--- config.mk ---
export PLATFORM = sky130hd
export DESIGN_NAME = sclk_gen
export DESIGN_NICKNAME = d
export VERILOG_FILES = /design/src/rtl/sclk_gen_pkg.sv /design/src/rtl/sclk_cnt.sv /design/src/rtl/sclk_phase.sv /design/src/rtl/sclk_gen.sv
export SDC_FILE = /design/constraint.sdc
export NUM_CORES = 1
export LEC_CHECK = 0
export BUFFER_PORTS_ARGS = -buffer_cell sky130_fd_sc_hd__buf_4
export CAP_MARGIN = 10
export CORE_UTILIZATION = 51
export CTS_CLUSTER_DIAMETER = 30
export DETAILED_ROUTE_END_ITERATION = 10
export PLACE_DENSITY = 0.74
export SLEW_MARGIN = 20
export SYNTH_ARGS = -nofsm -noshare
export SYNTH_HDL_FRONTEND = slang
export SYNTH_SLANG_ARGS = --single-unit
--- constraint.sdc ---
create_clock -name clk_i -period 3.2 [get_ports clk_i]
set_clock_uncertainty 0.1 [all_clocks]
set_input_delay 0 -clock clk_i [delete_from_list [all_inputs] [get_ports clk_i]]
set_output_delay 0 -clock clk_i [all_outputs]
set_load 0.02 [all_outputs]
--- src/rtl/sclk_gen_pkg.sv ---
package sclk_gen_pkg;
  localparam int unsigned DIV_W = 8;
endpackage

--- src/rtl/sclk_cnt.sv ---
module sclk_cnt #(
  parameter int unsigned W = 8
) (
  input  logic         clk_i,
  input  logic         rst_ni,
  input  logic         en_i,
  input  logic [W-1:0] div_i,
  output logic [W-1:0] cnt_nxt_o,
  output logic [W-1:0] per_nxt_o
);
  localparam logic [W-1:0] ONE = W'(1);

  logic [W-1:0] cnt_q, per_q, cnt_d, per_d, div_eff;
  logic         wrap;

  always_comb begin
    div_eff = (div_i == '0) ? ONE : div_i;
    wrap    = (cnt_q == per_q);
    cnt_d   = (!en_i || wrap) ? '0 : cnt_q + ONE;
    // period only reloads at a boundary or while idle
    per_d   = (!en_i || wrap) ? div_eff : per_q;
  end

  always_ff @(posedge clk_i or negedge rst_ni) begin
    if (!rst_ni) begin
      cnt_q <= '0;
      per_q <= ONE;
    end else begin
      cnt_q <= cnt_d;
      per_q <= per_d;
    end
  end

  assign cnt_nxt_o = cnt_d;
  assign per_nxt_o = per_d;

  assert_cnt_in_period_R1: assert property (@(posedge clk_i) disable iff (!rst_ni)
    cnt_q <= per_q);
  assert_per_nonzero_R3: assert property (@(posedge clk_i) disable iff (!rst_ni)
    per_q != '0);
  assert_per_at_boundary_R7: assert property (@(posedge clk_i) disable iff (!rst_ni)
    (en_i && cnt_q != per_q) |=> $stable(per_q));
  assert_idle_cnt_zero_R8: assert property (@(posedge clk_i) disable iff (!rst_ni)
    !en_i |=> cnt_q == '0);
endmodule

--- src/rtl/sclk_phase.sv ---
module sclk_phase #(
  parameter int unsigned W = 8
) (
  input  logic         clk_i,
  input  logic         rst_ni,
  input  logic         en_i,
  input  logic         pol_i,
  input  logic [W-1:0] cnt_nxt_i,
  input  logic [W-1:0] per_nxt_i,
  output logic         sclk_o,
  output logic         rise_o,
  output logic         fall_o
);
  logic [W:0] low_len;
  logic       sclk_d, sclk_q;

  always_comb begin
    // low phase = floor((per+1)/2); extra cycle of even split lands in high phase
    low_len = ({1'b0, per_nxt_i} + {{W{1'b0}}, 1'b1}) >> 1;
    sclk_d  = en_i & (({1'b0, cnt_nxt_i} >= low_len) ^ pol_i);
  end

  always_ff @(posedge clk_i or negedge rst_ni) begin
    if (!rst_ni) sclk_q <= 1'b0;
    else         sclk_q <= sclk_d;
  end

  assign sclk_o = sclk_q;
  assign rise_o = sclk_d & ~sclk_q;
  assign fall_o = ~sclk_d & sclk_q;

  assert_rise_leads_edge_R6: assert property (@(posedge clk_i) disable iff (!rst_ni)
    rise_o |=> sclk_o);
  assert_fall_leads_edge_R6: assert property (@(posedge clk_i) disable iff (!rst_ni)
    fall_o |=> !sclk_o);
  assert_edge_has_strobe_R6: assert property (@(posedge clk_i) disable iff (!rst_ni)
    $rose(sclk_o) |-> $past(rise_o));
  assert_strobes_exclusive_R6: assert property (@(posedge clk_i) disable iff (!rst_ni)
    !(rise_o && fall_o));
  assert_idle_low_R8: assert property (@(posedge clk_i) disable iff (!rst_ni)
    !en_i |=> !sclk_o);
endmodule

--- src/rtl/sclk_gen.sv ---
module sclk_gen #(
  parameter int unsigned DIV_W = sclk_gen_pkg::DIV_W
) (
  input  logic             clk_i,
  input  logic             rst_ni,
  input  logic             en_i,
  input  logic [DIV_W-1:0] div_i,
  input  logic             pol_i,
  output logic             sclk_o,
  output logic             rise_o,
  output logic             fall_o
);
  logic [DIV_W-1:0] cnt_nxt, per_nxt;

  sclk_cnt #(.W(DIV_W)) u_cnt (
    .clk_i     (clk_i),
    .rst_ni    (rst_ni),
    .en_i      (en_i),
    .div_i     (div_i),
    .cnt_nxt_o (cnt_nxt),
    .per_nxt_o (per_nxt)
  );

  sclk_phase #(.W(DIV_W)) u_phase (
    .clk_i     (clk_i),
    .rst_ni    (rst_ni),
    .en_i      (en_i),
    .pol_i     (pol_i),
    .cnt_nxt_i (cnt_nxt),
    .per_nxt_i (per_nxt),
    .sclk_o    (sclk_o),
    .rise_o    (rise_o),
    .fall_o    (fall_o)
  );

  assert_reset_quiet_R9: assert property (@(posedge clk_i) disable iff (!rst_ni)
    $rose(rst_ni) |-> (!sclk_o && !(rise_o && fall_o)));
endmodule

==> results_dict.tcl, run 1 <==
set metrics [dict create \
    status "finished with violations" \
    violations "negative hold slack, negative setup slack" \
    syn_avg_cell_area_um2 9.679 \
    synthCells 121 \
    drcViolationCount 0 \
    grt_antenna_before_repair 0 \
    final_cells 192 \
    finalCritPeriodShare_pct 113.4 \
    clkTransAtPathRegs_ns 0.11 \
    grt_usage_pct 29.30 \
    drtIter0Drc 21 \
    final_core_util_pct 80.83 \
    ir_drop_mv 0.2889 \
    grt_max_degree 18 \
    placed_cells 170 \
    syn_area_um2 1171 \
    grt_pass1_vias 1138 \
    worst_pin_slew_ns 0.3015 \
    cts-root-buf "clkbuf_4" \
    num-nets-final 188 \
    yosys_warnings 0 \
    max_stage_delay_ns 0.58 \
    clk_path_buf_depth 2 \
    n_antenna_cell 0 \
    critical_path_class "flip-flop to output port" \
    routed_wl_mm 3.400 \
    numClockSinks 17 \
    grt_pass1_wl_mm 5.375 \
    rsz0062_at_grt "yes" \
    hold_class "input pin to async pin" \
    grtUsageMet2_pct 48.87 \
    setup_viol 3 \
    worstSetupEndpointType "output port" \
    ys_types 27 \
    cts_made_buffers 3 \
    drt_pass1_iterations 4 \
    synthesis.nets 143 \
    p_leak_nw 0.7886 \
    setup_tns_ns -0.8669 \
    holdWs_ns -0.003385 \
    top_usage_layer "met2" \
    pre_cts_slack_ns -0.1427 \
    routedWlPerCell_um 17.71 \
    design.core.area_um2 2062 \
    cp.required_ns 3.10 \
    vias 1094 \
    overflow 0 \
    syn_to_final_growth_pct 42.31 \
    path_cells "xnor2_2, nand4_1, o21ai_4, mux2_4, ha_4, inv_4, nor3_4, xnor2_1, ha_1, buf_4, buf_4, nand4_1, o21ai_1, mux2_2, buf_4" \
    die_w_um 49.92 \
    num_rows 16 \
    clock_latency_ns 0.29 \
    cts-htree-levels 1 \
    timing.final.ws_setup_ns -0.4276 \
    cap_viol_max_count 0 \
    worstSetupStartpointType "flip-flop" \
    ys_ff_latch 17 \
    maxClockFrequency_ghz 0.2757 \
    die-area_um2 2492 \
    io_buffers 14 \
    cts_tree "built" \
    p_total_mw 0.5614 \
    crit_fanout 4 \
    gr-usage-met1_pct 35.08 \
    finalHoldViolCount 8 \
    start_util_pct 56.80 \
    fin_crit_ns 3.628 \
    ios 15 \
    slew_viol_final 0 \
    ant_nets 0 \
    fillCellCount 112 \
    cp.arrival_ns 3.53 \
    relSlewSlack_pct 79.33 \
    dp_hpwl_mm 2.092 \
    use_met3_pct 4.938 \
    path_common_cell "buf_4" \
    ys_seq_area_share_pct 36.43 \
    die_y_um 49.92 \
    critPathSlowestCell "dfstp_2" \
    vias_per_cell 5.698 \
    p_per_area_nw_per_um2 336.8 \
    layout-drive-gt1-share_pct 34.55 \
    gp_congestion 0.8070 \
]
[layout by cell type, fill, tap and decap left out, types with 5 or more instances in the layout]
master	instances
inv_1	6
nor2_1	13
buf_4	30
nand3_1	5
dfrtp_1	16
xnor2_1	12
dlygate4sd3_1	10
and3_1	5
ha_1	9
[repair_timing]
action                                  in CTS  in global routing
resized for setup                            9                  8
endpoints found under the setup margin       3                  3
pin swaps                                    5                  6
setup buffers                                6                  2
hold endpoints to repair                    24                  0
hold buffers                                10                  0
[flip-flops by register name, indices dropped and copies added (netlist names)]
name / cells
u_cnt.per_q: 8
u_cnt.cnt_q: 8
u_phase.sclk_o: 1
[worst paths after layout]
check | from | end | cells after the start | slack (ns)
max | u_cnt.per_q[0] | rise_o | 15 | -0.43
min | rst_ni | u_cnt.per_q[6] | 2 | -0.003
max reg2reg | u_cnt.per_q[0] | u_phase.sclk_o | 15 | -0.05
min reg2reg | u_cnt.per_q[1] | u_cnt.per_q[1] | 1 | 0.53
max in group asynchronous | rst_ni | u_cnt.per_q[0] | 2 | 2.75
min in group clk_i | div_i[2] | u_cnt.per_q[2] | 4 | 0.05
[routing by layer]
metal,up-vias,share of wire [%],routed length (um)
met5,-,0,0
met4,0,4.4,148
met3,18,4.8,163
met2,47,49,1680
met1,520,41,1407
li1,509,-,-
[logic make-up after synthesis]
family / share of synthesized area, %
muxes: 9.936
AOI/OAI and AO/OA: 7.265
DFF: 36.43
xor gates and xnor gates: 14.21
and+or+nand+nor: 17.84
buffers and inverters: 3.632
adders and majority gates: 10.68
[cells in the mapped netlist]
cell      number  area (um^2)
nand2b_1       2        12.51
nand3_1        5        25.02
mux2_2         5        56.30
o21ai_0        3        15.01
dfstp_2        1        26.28
nor3_2         1        10.01
buf_2          1        5.000
a21oi_1        5        25.02
o21ai_2        1        8.760
nand2_1        4        15.01
or2_2          1        6.260
xnor2_1       15        131.4
and3_1         5        31.28
buf_6          1        11.26
nor4_1         1        6.260
nor2_1        13        48.80
ha_1          10        125.1
mux2i_1        6        60.06
nor3_1         3        15.01
dfrtp_1       16        400.4
o22ai_1        1        6.260
inv_1          7        26.28
nor3b_1        1        7.510
xor2_1         4        35.03
or2_0          1        6.260
nand4_1        4        25.02
a21o_1         4        30.03
[per-stage QoR]
step,hold slack [ns],cell area [um^2]
2_1_floorplan,-0.3956,1189
3_3_place_gp,-0.2230,1380
3_5_place_dp,-0.2231,1380
4_1_cts,0.007609,1602
5_1_grt,0.02112,1667
6_report,-0.003385,1667
[area by class of cell]
type	instances	area, um^2	share of cell area (%)
Tap cell	27	33.78	2.027
Sequential cell	17	426.7	25.60
Multi-Input combinational cell	95	794.5	47.67
Clock buffer	4	26.28	1.577
Inverter	7	28.78	1.727
Timing Repair Buffer	42	356.6	21.40
[critical path: cells and delay by family, from the launching register on]
kind | cells | cell delay [ns]
AND/OR/NAND/NOR | 3 | 0.32
XOR/XNOR | 2 | 0.24
AO/OA/AOI/OAI | 2 | 0.48
adder cells (fa/ha/maj) | 2 | 0.46
flip-flops | 1 | 0.58
buffers and inverters | 4 | 0.43
multiplexers | 2 | 0.71
[report_power, final]
group	leakage (nW)	internal [mW]	total (mW)	switching, mW
Combinational	0.559	0.104	0.194	0.0895
Sequential	0.214	0.230	0.249	0.0191
Clock	0.0150	0.0485	0.119	0.0702
Total	0.789	0.383	0.561	0.179
Power figures use the tool's default switching activity.
==> run 2, diff against run 1 <==
PLACE_DENSITY = not set   (was 0.74)
PLACE_DENSITY_LB_ADDON = 0.2   (was not set)
==> results_dict.tcl, run 2 (synthesized netlist as in run 1, its figures left out) <==
set metrics [dict create \
    io_buffers 14 \
    placed_cell_area_um2 1373 \
    gp_congestion 0.8482 \
    maxClockFrequency_ghz 0.2700 \
    ir_drop_mv 0.3454 \
    register_area_um2 426.7 \
    routedWlPerCell_um 18.40 \
    crit_fanout 3 \
    clock_latency_ns 0.31 \
    grt_pass1_wl_mm 5.444 \
    worst_pin_slew_ns 0.4834 \
    cts_made_buffers 3 \
    cap_viol_max_count 0 \
    design.core.area_um2 2062 \
    ant_nets 0 \
    syn_to_final_growth_pct 53.53 \
    grt_antenna_before_repair 0 \
    worstSetupStartpointType "flip-flop" \
    drtIter0Drc 31 \
    cts_tree "built" \
    n_antenna_cell 0 \
    finalHoldViolCount 0 \
    hp-start "div_i[0]" \
    critical_path_class "flip-flop to output port" \
    top_usage_layer "met2" \
    cp.required_ns 3.10 \
    worstSetupEndpointType "output port" \
    clkTransAtPathRegs_ns 0.12 \
    reg2reg_slack_ns -0.12 \
    cp.arrival_ns 3.60 \
    mostFrequentLayoutCell "buf_4" \
    drcViolationCount 0 \
    cts-htree-levels 1 \
    routed_wl_mm 3.808 \
    drt_pass1_iterations 4 \
    timing.rr.start "u_cnt.per_q[5]" \
    r2r-end "u_phase.sclk_o" \
    num_rows 16 \
    timing.final.ws_setup_ns -0.5033 \
    vias_per_cell 5.816 \
    fin_crit_ns 3.703 \
    layout-drive-gt1-share_pct 38.89 \
    fillCellCount 95 \
    grt_pass1_vias 1162 \
    p_per_area_nw_per_um2 331.3 \
    num-nets-final 203 \
    overflow 0 \
    numClockSinks 17 \
    multiInputGateArea_um2 809.5 \
    vias 1204 \
    violations "negative setup slack" \
    setup_viol 3 \
    use_met3_pct 5.247 \
    die_y_um 49.92 \
    reg2regPathDepth 16 \
    whs_path_depth 4 \
    status "finished with violations" \
    rsz0062_at_grt "yes" \
    finalCritPeriodShare_pct 115.7 \
    dp_hpwl_mm 2.087 \
    ios 15 \
    slew_viol_final 0 \
    final_area_um2 1798 \
    grt_usage_pct 29.84 \
    min_to "u_cnt.per_q[0]" \
    clk_path_buf_depth 2 \
    grtUsageMet2_pct 50.45 \
    die-area_um2 2492 \
    hold_class "input pin to flip-flop" \
    die_w_um 49.92 \
    p_leak_nw 0.8596 \
    grt_max_degree 11 \
    final_cell_mix "40 x buf_4, 16 x dfrtp_1, 13 x xnor2_1, 13 x nor2_1, 13 x dlygate4sd3_1" \
    relSlewSlack_pct 67.67 \
    gr-usage-met1_pct 38.58 \
    cts-root-buf "clkbuf_4" \
    final_core_util_pct 87.20 \
    start_util_pct 56.80 \
]
run 2: critical path, stage by stage (launching register included):
cell and delay (ns):
dfrtp_1 0.44, xnor2_1 0.18, nand4_1 0.18, o21ai_2 0.23
buf_6 0.14, mux2_4 0.32, ha_4 0.18, inv_4 0.07
nor3_4 0.04, xnor2_1 0.13, ha_1 0.30, a21o_1 0.16
a21o_1 0.16, a21oi_2 0.20, and3_1 0.19, o21ai_1 0.06
nor3b_2 0.15, buf_4 0.16
run 2: worst max-delay path by stage:
stage	start	end	slack, ns	cells past startpoint
2_1_floorplan	u_cnt.per_q[0]	rise_o	0.005	17
6_report	u_cnt.per_q[5]	fall_o	-0.50	17
4_1_cts	u_cnt.cnt_q[7]	fall_o	-0.37	16
3_5_place_dp	u_cnt.per_q[4]	rise_o	-0.20	16
5_1_grt	u_cnt.per_q[4]	fall_o	-0.63	17
3_3_place_gp	u_cnt.per_q[4]	rise_o	-0.009	15
run 2: layer usage:
layer | share of wire [%] | vias up | routed length [um]
met5 | 0 | - | 0
met1 | 40 | 571 | 1512
li1 | - | 542 | -
met3 | 7.3 | 21 | 279
met2 | 49 | 70 | 1859
met4 | 4.1 | 0 | 157
run 2: metrics by stage:
| stage | worst slack [ns] | std cells | TNS [ns] | hold slack, ns | power (mW) |
|---|---|---|---|---|---|
| 2_1_floorplan | 0.005393 | 121 | 0 | -0.3956 | 0.3372 |
| 3_3_place_gp | -0.008835 | 169 | -0.008835 | -0.2221 | 0.3793 |
| 3_5_place_dp | -0.1959 | 169 | -0.4039 | -0.2230 | 0.3867 |
| 4_1_cts | -0.3676 | 200 | -0.7024 | 0.1066 | 0.5530 |
| 5_1_grt | -0.6341 | 207 | -1.528 | 0.1455 | 0.6174 |
| 6_report | -0.5033 | 207 | -1.117 | 0.1232 | 0.5957 |
run 2: what timing repair did:
| item | in CTS | in global routing |
|---|---|---|
| pin swaps | 9 | 12 |
| hold buffers | 13 | 0 |
| setup buffers | 14 | 7 |
| setup endpoints to repair | 3 | 3 |
| resized for setup | 15 | 7 |
| hold endpoints to repair | 25 | 0 |
run 2: final cells by class:
type,instances,share of cell area (%)
repair buffers,57,26.24
clock inverters,1,0.2784
inverters,7,1.601
flip-flops and latches,17,23.73
well taps,27,1.879
clock buffers,3,1.253
multi-input cells,95,45.02
run 2: power breakdown:
part / leakage [nW] / switching (mW) / internal, mW / total (mW)
clock: 0.0177 / 0.0793 / 0.0467 / 0.126
combinational: 0.628 / 0.105 / 0.118 / 0.223
sequential: 0.214 / 0.0165 / 0.230 / 0.246
total: 0.860 / 0.201 / 0.395 / 0.596
==> run 3, diff against run 2 <==
CORE_UTILIZATION = 56   (was 51)
clock period = 3.5 ns   (was 3.2 ns; I/O delays follow)
==> results_dict.tcl, run 3 (synthesized netlist as in run 1, its figures left out) <==
set metrics [dict create \
    ant_nets 0 \
    relSlewSlack_pct 73.15 \
    critical_path_class "flip-flop to output port" \
    mostFrequentLayoutCell "buf_4" \
    fin_crit_ns 3.672 \
    drtIter0Drc 30 \
    final_cell_mix "19 x buf_4, 16 x dfrtp_1, 14 x xnor2_1" \
    grt_antenna_before_repair 0 \
    ios 15 \
    grt_usage_pct 27.90 \
    dp_hpwl_mm 1.961 \
    start_util_pct 59.69 \
    final_area_um2 1579 \
    violations "negative hold slack, negative setup slack" \
    crit_fanout 5 \
    worstSetupEndpointType "output port" \
    p_leak_nw 0.7305 \
    layout-drive-gt1-share_pct 27.74 \
    setup_viol 2 \
    drcViolationCount 0 \
    finalHoldViolCount 16 \
    grt_max_degree 18 \
    maxClockFrequency_ghz 0.2723 \
    overflow 0 \
    grt_pass1_wl_mm 4.250 \
    numClockSinks 17 \
    cp.required_ns 3.40 \
    hold_class "input pin to async pin" \
    die_w_um 47.73 \
    pre_cts_slack_ns -0.01481 \
    vias 1031 \
    drt_pass1_iterations 4 \
    worstSetupStartpointType "flip-flop" \
    grt_pass1_vias 936 \
    finalCritPeriodShare_pct 104.9 \
    holdWs_ns -0.01907 \
    cap_viol_max_count 0 \
    clk_path_buf_depth 2 \
    die-area_um2 2278 \
    timing.final.ws_setup_ns -0.1720 \
    n_antenna_cell 0 \
    cts_tree "built" \
    routed_wl_mm 2.868 \
    placed_cell_area_um2 1314 \
    slew_viol_final 0 \
    p_per_area_nw_per_um2 313.7 \
    gp_congestion 0.8002 \
    ir_drop_mv 0.2094 \
    setup_tns_ns -0.3294 \
    io_buffers 14 \
    syn_to_final_growth_pct 34.83 \
    cts_made_buffers 3 \
    status "finished with violations" \
    die_y_um 47.73 \
    clock_latency_ns 0.30 \
    vias_per_cell 5.665 \
    rsz0062_at_grt "yes" \
    routedWlPerCell_um 15.76 \
    design.core.area_um2 1962 \
    worst_pin_slew_ns 0.3991 \
    cts-root-buf "clkbuf_4" \
    num-nets-final 178 \
    reg2reg_slack_ns 0.32 \
    num_rows 16 \
    clkTransAtPathRegs_ns 0.11 \
    cp.arrival_ns 3.57 \
    cts-htree-levels 1 \
]
## run 3: metal layers
| metal | up-vias | GRT usage, % | part of all wire (%) |
|---|---|---|---|
| met1 | 495 | 37.62 | 44 |
| li1 | 495 | - | - |
| met5 | - | 0 | 0 |
| met2 | 30 | 44.32 | 49 |
| met4 | 0 | 13.33 | 3.1 |
| met3 | 11 | 3.396 | 3.9 |
## run 3: worst paths after layout
check | from | cells past startpoint | to
worst min register to register | u_cnt.cnt_q[0] | 1 | u_cnt.cnt_q[0]
max in group asynchronous | rst_ni | 2 | u_cnt.per_q[0]
worst max-delay path | u_cnt.cnt_q[2] | 16 | fall_o
min in group clk_i | div_i[0] | 4 | u_cnt.per_q[0]
worst max register to register | u_cnt.cnt_q[2] | 14 | u_phase.sclk_o
worst min-delay path | rst_ni | 2 | u_cnt.cnt_q[2]
## run 3: critical path, cell delays in order (launching register included)
cell and delay, ns:
dfrtp_1 0.46, xnor2_1 0.23, nand4_1 0.19, o21ai_4 0.27, mux2_4 0.35, ha_4 0.17
inv_4 0.07, nor3_4 0.04, xnor2_1 0.13, ha_1 0.29, a21o_1 0.17, a21o_1 0.16
a21oi_2 0.19, and3_1 0.17, o21ai_1 0.05, nor3b_2 0.15, buf_4 0.16
## run 3: layout make-up
cell class,instances,area [um^2]
multi-input combinational,95,784.5
sequential,17,426.7
fill,142,382.9
timing repair buffer,32,279.0
tap,27,33.78
inverter,7,28.78
clock buffer,4,26.28
## run 3: power by group
part           internal [mW]  total [mW]  switching [mW]
Combinational         0.0814       0.157          0.0753
Clock                 0.0444       0.113          0.0686
Sequential             0.210       0.226          0.0155
## run 3: repair_timing
action | CTS | global route
setup endpoints to repair | 2 | 2
buffers inserted | 5 | 0
hold endpoints to repair | 25 | 0
gates resized for setup | 18 | 3
pin swaps | 12 | 7
hold buffers | 11 | 0
## run 3: stage by stage
stage	power (mW)	cells	util, %
after global placement	0.3399	162	66.96
final	0.4954	182	80.48
after detailed placement	0.3453	162	66.96
after floorplan	0.3063	121	-
after CTS	0.4822	182	79.46
after global routing	0.5213	182	80.48
